`src/rtl/vecirq_pkg.sv`:
```
// Shared types and constants for the interrupt request controller.
package vecirq_pkg;

    // Kind of source behind the current offer
    typedef enum logic [1:0] {
        SRC_NONE = 2'd0,
        SRC_NMI  = 2'd1,
        SRC_SWI  = 2'd2,
        SRC_LINE = 2'd3
    } src_e;

    // Fixed vector of the non-maskable source
    localparam int NMI_VECTOR = 2;

endpackage

```
`src/rtl/vecirq_pick.sv`:
```
// Maskable priority picker.
// Does: finds the lowest-numbered request line that no in-service line blocks.
// Assumes: a line in service blocks itself and every higher-numbered line;
// clk/rst_n are used only by the assertion.
module vecirq_pick #(
    parameter int N_LINES = 16,
    localparam int LINE_W = $clog2(N_LINES)
) (
    input  logic               clk,
    input  logic               rst_n,
    input  logic [N_LINES-1:0] req_i,
    input  logic [N_LINES-1:0] isr_i,
    output logic               any_o,
    output logic [LINE_W-1:0]  line_o
);

    logic [N_LINES-1:0] blocked;
    logic [N_LINES-1:0] elig;

    // prefix OR: line i blocked if any line j <= i is in service
    generate
        for (genvar g = 0; g < N_LINES; g++) begin : g_blk
            if (g == 0) begin : g_first
                assign blocked[g] = isr_i[g];
            end else begin : g_rest
                assign blocked[g] = blocked[g-1] | isr_i[g];
            end
        end
    endgenerate

    assign elig = req_i & ~blocked;

    // lowest-numbered eligible line wins
    always_comb begin
        any_o  = 1'b0;
        line_o = '0;
        for (int i = N_LINES - 1; i >= 0; i--) begin
            if (elig[i]) begin
                any_o  = 1'b1;
                line_o = LINE_W'(i);
            end
        end
    end

    AST_PICK_LOWEST: assert property (@(posedge clk) disable iff (!rst_n)
        any_o |-> (req_i[line_o] && ((req_i & ((N_LINES'(1) << line_o) - N_LINES'(1)) & ~blocked) == '0)));

endmodule

```
`src/rtl/vecirq_isr.sv`:
```
// In-service tracker.
// Does: one bit per maskable line, set when the core accepts that line and
// cleared by end-of-interrupt.
// Assumes: a set and a clear in the same cycle for the same line leave it set.
module vecirq_isr #(
    parameter int N_LINES = 16,
    localparam int LINE_W = $clog2(N_LINES)
) (
    input  logic               clk,
    input  logic               rst_n,
    input  logic               set_i,
    input  logic [LINE_W-1:0]  set_line_i,
    input  logic               eoi_i,
    input  logic [LINE_W-1:0]  eoi_line_i,
    output logic [N_LINES-1:0] isr_o
);

    logic [N_LINES-1:0] set_mask;
    logic [N_LINES-1:0] clr_mask;

    assign set_mask = set_i ? (N_LINES'(1) << set_line_i) : '0;
    assign clr_mask = eoi_i ? (N_LINES'(1) << eoi_line_i) : '0;

    // update in-service bits
    always_ff @(posedge clk) begin
        if (!rst_n) begin
            isr_o <= '0;
        end else begin
            isr_o <= (isr_o & ~clr_mask) | set_mask;
        end
    end

    AST_EOI_CLEARS: assert property (@(posedge clk) disable iff (!rst_n)
        (eoi_i && !(set_i && set_line_i == eoi_line_i)) |=> !isr_o[$past(eoi_line_i)]);

endmodule

```
`src/rtl/vecirq_nmi.sv`:
```
// Non-maskable source tracker.
// Does: latches each rising edge of the input, and holds a busy flag from
// acceptance until the handler reports completion.
// Assumes: take_i only arrives while the latch is set.
module vecirq_nmi (
    input  logic clk,
    input  logic rst_n,
    input  logic nmi_i,
    input  logic take_i,
    input  logic done_i,
    output logic pend_o,
    output logic busy_o
);

    logic nmi_q;
    logic rise;

    assign rise = nmi_i & ~nmi_q;

    // sample input for edge detection
    always_ff @(posedge clk) begin
        if (!rst_n) nmi_q <= 1'b0;
        else        nmi_q <= nmi_i;
    end

    // latch edges, consume on acceptance (a fresh edge wins)
    always_ff @(posedge clk) begin
        if (!rst_n) pend_o <= 1'b0;
        else        pend_o <= rise | (pend_o & ~take_i);
    end

    // handler-active flag
    always_ff @(posedge clk) begin
        if (!rst_n)      busy_o <= 1'b0;
        else if (take_i) busy_o <= 1'b1;
        else if (done_i) busy_o <= 1'b0;
    end

    AST_NMI_ONCE: assert property (@(posedge clk) disable iff (!rst_n)
        take_i |=> (!pend_o || $past(rise)));

    AST_NMI_BUSY_HOLD: assert property (@(posedge clk) disable iff (!rst_n)
        (busy_o && !done_i) |=> busy_o);

endmodule

```
`src/rtl/vecirq_offer.sv`:
```
// Offer register.
// Does: when idle, starts an offer from the best ready source
// (non-maskable, then software, then maskable), holds it until acknowledge,
// and reports which source was taken.
// Assumes: the *_ok inputs are already gated by enable and handler state.
module vecirq_offer
    import vecirq_pkg::*;
#(
    parameter int N_LINES = 16,
    parameter int VEC_W   = 8,
    localparam int LINE_W = $clog2(N_LINES)
) (
    input  logic              clk,
    input  logic              rst_n,
    input  logic              nmi_ok_i,
    input  logic              swi_ok_i,
    input  logic              line_ok_i,
    input  logic [LINE_W-1:0] line_i,
    input  logic [VEC_W-1:0]  base_i,
    input  logic [VEC_W-1:0]  swi_vec_i,
    input  logic              ack_i,
    output logic              pend_o,
    output logic [VEC_W-1:0]  vec_o,
    output logic              take_nmi_o,
    output logic              take_swi_o,
    output logic              take_line_o,
    output logic [LINE_W-1:0] take_idx_o
);

    src_e             src_q;
    logic [LINE_W-1:0] line_q;
    logic             take;

    assign take        = pend_o & ack_i;
    assign take_nmi_o  = take && (src_q == SRC_NMI);
    assign take_swi_o  = take && (src_q == SRC_SWI);
    assign take_line_o = take && (src_q == SRC_LINE);
    assign take_idx_o  = line_q;

    // start, hold and retire offers
    always_ff @(posedge clk) begin
        if (!rst_n) begin
            pend_o <= 1'b0;
            vec_o  <= '0;
            src_q  <= SRC_NONE;
            line_q <= '0;
        end else if (pend_o) begin
            if (ack_i) begin
                pend_o <= 1'b0;
                src_q  <= SRC_NONE;
            end
        end else if (nmi_ok_i) begin
            pend_o <= 1'b1;
            vec_o  <= VEC_W'(NMI_VECTOR);
            src_q  <= SRC_NMI;
        end else if (swi_ok_i) begin
            pend_o <= 1'b1;
            vec_o  <= swi_vec_i;
            src_q  <= SRC_SWI;
        end else if (line_ok_i) begin
            pend_o <= 1'b1;
            vec_o  <= base_i + VEC_W'(line_i);
            src_q  <= SRC_LINE;
            line_q <= line_i;
        end
    end

    AST_VEC_HOLD: assert property (@(posedge clk) disable iff (!rst_n)
        (pend_o && !ack_i) |=> (pend_o && $stable(vec_o)));

    AST_ACK_RETIRES: assert property (@(posedge clk) disable iff (!rst_n)
        (pend_o && ack_i) |=> !pend_o);

    AST_NMI_FIRST: assert property (@(posedge clk) disable iff (!rst_n)
        (!pend_o && nmi_ok_i) |=> (pend_o && vec_o == VEC_W'(NMI_VECTOR)));

endmodule

```
`src/rtl/vecirq_ctrl.sv`:
```
// Prioritized interrupt request controller (top).
// Does: gathers maskable lines, a non-maskable edge and a software request,
// and presents one vector at a time to the core with pending/acknowledge.
// Assumes: the core acknowledges only while pend_o is high, and reports
// end-of-interrupt only for lines it accepted.
module vecirq_ctrl #(
    parameter int N_LINES    = 16,
    parameter int VEC_W      = 8,
    parameter int BASE_RESET = 32'h20,
    localparam int LINE_W    = $clog2(N_LINES)
) (
    input  logic               clk,
    input  logic               rst_n,
    input  logic [N_LINES-1:0] req_i,
    input  logic               nmi_i,
    input  logic               core_ie_i,
    input  logic               swi_valid_i,
    input  logic [VEC_W-1:0]   swi_vec_i,
    input  logic               ack_i,
    input  logic               eoi_i,
    input  logic [LINE_W-1:0]  eoi_line_i,
    input  logic               nmi_done_i,
    input  logic               cfg_we_i,
    input  logic [VEC_W-1:0]   cfg_wdata_i,
    output logic               pend_o,
    output logic [VEC_W-1:0]   vec_o
);

    logic [VEC_W-1:0]   base_q;
    logic               swi_pend;
    logic [VEC_W-1:0]   swi_vec_q;
    logic [N_LINES-1:0] isr;
    logic               pick_any;
    logic [LINE_W-1:0]  pick_line;
    logic               nmi_pend;
    logic               nmi_busy;
    logic               take_nmi;
    logic               take_swi;
    logic               take_line;
    logic [LINE_W-1:0]  take_idx;
    logic               nmi_ok;
    logic               swi_ok;
    logic               line_ok;

    // vector base register
    always_ff @(posedge clk) begin
        if (!rst_n)        base_q <= VEC_W'(BASE_RESET);
        else if (cfg_we_i) base_q <= cfg_wdata_i;
    end

    // software request latch: one waiting request, later strobes dropped
    always_ff @(posedge clk) begin
        if (!rst_n) begin
            swi_pend  <= 1'b0;
            swi_vec_q <= '0;
        end else if (take_swi) begin
            swi_pend  <= 1'b0;
        end else if (swi_valid_i && !swi_pend) begin
            swi_pend  <= 1'b1;
            swi_vec_q <= swi_vec_i;
        end
    end

    assign nmi_ok  = nmi_pend & ~nmi_busy;
    assign swi_ok  = swi_pend & ~nmi_busy;
    assign line_ok = pick_any & core_ie_i & ~nmi_busy;

    vecirq_pick #(.N_LINES(N_LINES)) u_pick (
        .clk    (clk),
        .rst_n  (rst_n),
        .req_i  (req_i),
        .isr_i  (isr),
        .any_o  (pick_any),
        .line_o (pick_line)
    );

    vecirq_isr #(.N_LINES(N_LINES)) u_isr (
        .clk        (clk),
        .rst_n      (rst_n),
        .set_i      (take_line),
        .set_line_i (take_idx),
        .eoi_i      (eoi_i),
        .eoi_line_i (eoi_line_i),
        .isr_o      (isr)
    );

    vecirq_nmi u_nmi (
        .clk    (clk),
        .rst_n  (rst_n),
        .nmi_i  (nmi_i),
        .take_i (take_nmi),
        .done_i (nmi_done_i),
        .pend_o (nmi_pend),
        .busy_o (nmi_busy)
    );

    vecirq_offer #(.N_LINES(N_LINES), .VEC_W(VEC_W)) u_offer (
        .clk         (clk),
        .rst_n       (rst_n),
        .nmi_ok_i    (nmi_ok),
        .swi_ok_i    (swi_ok),
        .line_ok_i   (line_ok),
        .line_i      (pick_line),
        .base_i      (base_q),
        .swi_vec_i   (swi_vec_q),
        .ack_i       (ack_i),
        .pend_o      (pend_o),
        .vec_o       (vec_o),
        .take_nmi_o  (take_nmi),
        .take_swi_o  (take_swi),
        .take_line_o (take_line),
        .take_idx_o  (take_idx)
    );

    AST_IE_GATE: assert property (@(posedge clk) disable iff (!rst_n)
        (!pend_o && !core_ie_i && !nmi_ok && !swi_ok) |=> !pend_o);

    AST_NMI_EXCL: assert property (@(posedge clk) disable iff (!rst_n)
        (nmi_busy && !pend_o) |=> !pend_o);

endmodule

```
`config.mk`:
```
export PLATFORM = sky130hd
export DESIGN_NAME = vecirq_ctrl
export DESIGN_NICKNAME = d
export VERILOG_FILES = /design/src/rtl/vecirq_pkg.sv /design/src/rtl/vecirq_pick.sv /design/src/rtl/vecirq_isr.sv /design/src/rtl/vecirq_nmi.sv /design/src/rtl/vecirq_offer.sv /design/src/rtl/vecirq_ctrl.sv
export SDC_FILE = /design/constraint.sdc
export NUM_CORES = 1
export LEC_CHECK = 0
export CORE_ASPECT_RATIO = 1.75
export CORE_MARGIN = 3
export CORE_UTILIZATION = 45
export CTS_CLUSTER_SIZE = 8
export DETAILED_ROUTE_END_ITERATION = 10
export PLACE_DENSITY_LB_ADDON = 0.3
export SYNTH_ARGS = -nofsm -noshare
export SYNTH_HDL_FRONTEND = slang
export SYNTH_SLANG_ARGS = --single-unit
```
`constraint.sdc`:
```
create_clock -name clk -period 5.7 [get_ports clk]
set_input_delay 0.57 -clock clk [delete_from_list [all_inputs] [get_ports clk]]
set_output_delay 0.57 -clock clk [all_outputs]
set_load 0.01 [all_outputs]
```
==> flow_summary.rst <==
.. list-table::
   :header-rows: 1

   * - Metric
     - Value
   * - Via count of the first global-routing pass
     - 2,480
   * - IO buf count
     - 53
   * - First-pass detailed-route iteration total
     - 4
   * - Clock buffers created by TritonCTS
     - 5
   * - Hold-fix buffers at CTS
     - 0
   * - Reg2reg setup slack
     - roughly 2100 ps
   * - Period utilisation layout
     - 67.4%
   * - Remaining DRCs
     - 0
   * - Post-CTS setup repair buffer count
     - 0
   * - Transition time at the pin with the least slew margin
     - 1090 ps
   * - Final Hold Vio Count
     - 0
   * - Leakage power figure
     - 0.00129 uW
   * - CTS H-tree depth
     - 2
   * - Maximum VDD drop
     - 0.183 mV
   * - Chip Height
     - ~110 um
   * - Max-cap check violation count
     - 0
   * - Starting density of the core
     - 47.0%
   * - Die width
     - 63.9 um
   * - Number of max-slew violations in the final report
     - 0
   * - Worst Skew
     - 7.54 ps
   * - Area of the mapped netlist
     - roughly 0.0026 mm^2
   * - ANT nets after route
     - 0
   * - Chain of cells forming the critical path
     - clkdlybuf4s50_1 -> or4b_1 -> a2111o_1 -> a211oi_1 -> o22a_1 -> ha_1 -> inv_1 -> fa_1 -> nand2b_1 -> a21boi_0 -> o211a_1 -> xor2_1 -> a222oi_1 -> nor3_1
   * - Worst hold margin
     - 482 ps
   * - Max-slew headroom
     - 27.3%
   * - Total routing resource utilization after global routing
     - 20.3%
   * - Setup violation total in the final timing report
     - 0
   * - Data required, critical path
     - a little under 6000 ps
   * - Stage delay of the slowest cell on the critical path
     - 460 ps
   * - Global-route wire length before repair
     - 11.0 mm
   * - Class of the tightest hold or removal check
     - flip-flop to flip-flop
   * - Total number of placement rows
     - 36
   * - Post-Synthesis Net Count
     - 366
   * - Type of the worst setup path
     - input pin to flip-flop
   * - Number of cells after detailed placement
     - 435
   * - Total Neg Setup Slack
     - 0 ps
   * - Total gr overflow
     - 0
   * - Clock transition at path regs
     - 90 ps
   * - Post-CTS Resized
     - 0
   * - Number of sinks driven by the clock tree
     - 51
   * - Kind of start point of the critical path
     - input pin
   * - Gp weighted congestion
     - 0.880
   * - Nets@finish
     - 416
   * - Share of layout cells above drive strength 1
     - under 10%
   * - Non-filler cells in the finished layout
     - about 440
   * - Arr. time, crit path
     - 4010 ps
   * - Largest buffer count on any clock path
     - 2
   * - TritonCTS clock tree
     - done
   * - Count of flip-flops with a built-in enable after synthesis
     - 0
   * - Die Footprint
     - 0.00687 mm^2
   * - Crit path from
     - req_i[15]
   * - Shortest period the worst path allows
     - 3840 ps
   * - Proportion of synthesized chip area in sequential cells
     - 38.6%
   * - Power Total
     - 779 uW
   * - Leading area contributor after synthesis
     - sky130_fd_sc_hd__dfxtp_1
   * - Layout area overhead
     - 25.7%
   * - Ys async rst share
     - 0%
   * - Placed wire-length estimate
     - 5.30 mm
   * - DRC violation total after the first TritonRoute iteration
     - 91
   * - Critical path peak fanout
     - 3
   * - Power per standard cell area
     - 235 mW/mm^2
   * - Root buf cell
     - sky130_fd_sc_hd__clkbuf_8
   * - Post-detailed-routing wire length
     - 6.82 mm
   * - Distinct cell type count of the synthesized netlist
     - 57
   * - Most used flip-flop cell after synthesis
     - sky130_fd_sc_hd__dfxtp_1
   * - FMAX
     - 0.260 GHz
   * - RR Startpoint
     - u_isr.isr_o[9]
   * - Maximum number of pins on one net before global-route repair
     - 47
   * - Worst slack after detailed placement
     - 1480 ps
   * - Ports placed on the boundary
     - 54
   * - Top cells by area in the synthesized netlist
     - sky130_fd_sc_hd__dfxtp_1 39%, sky130_fd_sc_hd__mux2i_1 6.1%, sky130_fd_sc_hd__a21oi_1 5.3%, sky130_fd_sc_hd__nor2_1 5.0%, sky130_fd_sc_hd__o21ai_0 4.0%
   * - Yosys warnings
     - 0
   * - Worst-path cell with the longest stage delay
     - sky130_fd_sc_hd__clkdlybuf4s50_1
   * - Via-per-instance ratio
     - 5.57
   * - Core region area
     - 0.00563 mm^2
   * - Outcome
     - completed
   * - Unrepaired setup endpoints after global routing
     - no
   * - Share of Yosys cell area claimed by the top area cell type
     - 38.6%
   * - Final Worst Setup Slack
     - 1860 ps
   * - Mean instance size in the synthesized netlist
     - approximately 8.4 um^2
   * - Number of synthesized register bits
     - between 50 and 60
   * - Clock latency on the worst-skew pair
     - ~310 ps
   * - ANT cells
     - 0
   * - Via count
     - between 2,000 and 2,500
   * - Hold Path Origin
     - u_isr.isr_o[12]
   * - Drt wl/cell
     - 15.4 um
   * - Antenna violations before repair
     - 0
   * - CP Capture Type
     - flip-flop
   * - Cells after synthesis
     - 316
## layer usage
metal  part of all wire [%]  GRT usage [%]  vias to the layer above
met4                    3.9           10.8                        0
li1                       -              -                     1241
met3                    3.6           3.45                       19
met2                     56           39.6                       62
met1                     37           19.5                     1145
met5                      0              0                        -
## power breakdown
part           switching, uW  internal (uW)
clock                    116            111
combinational           77.2           82.4
sequential              16.4            376
total                    210            570
## Yosys cell counts, drive strengths merged (5+ instances only)
library cell,number
nand2,23
nor2,35
inv,11
nand2b,9
o21ai,27
nor2b,8
dfxtp,51
a21oi,31
mux2i,16
nor3b,5
clkbuf,7
nand3b,5
nor3,13
a211oi,8
nand3,9
## through the flow
stage	area, um^2	util [%]
2_1_floorplan	2640	-
5_1_grt	3320	59.0
3_3_place_gp	3220	57.2
6_report	3320	59.0
4_1_cts	3320	59.0
3_5_place_dp	3220	57.2
## sequential cells by signal, indices dropped and copies added (netlist names)
signal              count
swi_pend                1
u_nmi.nmi_q             1
u_nmi.busy_o            1
u_offer.take_idx_o      4
base_q                  8
u_offer.pend_o          1
u_isr.isr_o            16
swi_vec_q               8
u_nmi.pend_o            1
u_offer.src_q           2
u_offer.vec_o           8
## cell families after synthesis
kind of cell / count (synthesis) / share of synthesized area (%)
AO/OA/AOI/OAI: 91 / 22.7
XOR/XNOR: 4 / 1.33
adder cells (fa/ha/maj): 5 / 2.65
buffers and inverters: 22 / 3.60
flip-flops: 51 / 38.6
multiplexers: 16 / 6.06
AND/OR/NAND/NOR: 127 / 25.1
## final cells by class
| class | count | area, um^2 |
|---|---|---|
| fillers | 529 | 2310 |
| well taps | 76 | 95.1 |
| inverters | 11 | 41.3 |
| flip-flops and latches | 51 | 1020 |
| clock buffers | 8 | 100 |
| multi-input cells | 243 | 1530 |
| repair buffers | 54 | 538 |
## placed cells by master (no fill, tap or decap), types with 3 or more instances in the layout
cell type / instances
sky130_fd_sc_hd__a211oi_1: 7
sky130_fd_sc_hd__a21oi_1: 28
sky130_fd_sc_hd__a21oi_2: 3
sky130_fd_sc_hd__a222oi_1: 3
sky130_fd_sc_hd__and2_1: 3
sky130_fd_sc_hd__and3_1: 3
sky130_fd_sc_hd__clkbuf_8: 7
sky130_fd_sc_hd__clkdlybuf4s50_1: 53
sky130_fd_sc_hd__dfxtp_1: 51
sky130_fd_sc_hd__ha_1: 4
sky130_fd_sc_hd__inv_1: 10
sky130_fd_sc_hd__mux2i_1: 16
sky130_fd_sc_hd__nand2_1: 23
sky130_fd_sc_hd__nand2b_1: 8
sky130_fd_sc_hd__nand3_1: 9
sky130_fd_sc_hd__nand3b_1: 5
sky130_fd_sc_hd__nor2_1: 35
sky130_fd_sc_hd__nor2b_1: 8
sky130_fd_sc_hd__nor3_1: 13
sky130_fd_sc_hd__nor3b_1: 5
sky130_fd_sc_hd__o21ai_0: 21
sky130_fd_sc_hd__o21ai_1: 6
sky130_fd_sc_hd__o41ai_1: 3
sky130_fd_sc_hd__xnor2_1: 3
## final timing paths
| path | cells past startpoint | endpoint |
|---|---|---|
| min reg2reg | 2 | u_isr.isr_o[12] |
| max reg2reg | 13 | u_offer.vec_o[6] |
| max | 14 | u_offer.vec_o[6] |
| min | 2 | u_isr.isr_o[12] |
## worst max-delay path: cells and delay by family
kind	cells	cell delay, ps
adder cells (fa/ha/maj)	2	580
buffers and inverters	2	530
AND/OR/NAND/NOR	3	690
XOR/XNOR	1	70
AO/OA/AOI/OAI	6	1580
Note: power is estimated with default switching activity, not from simulation.
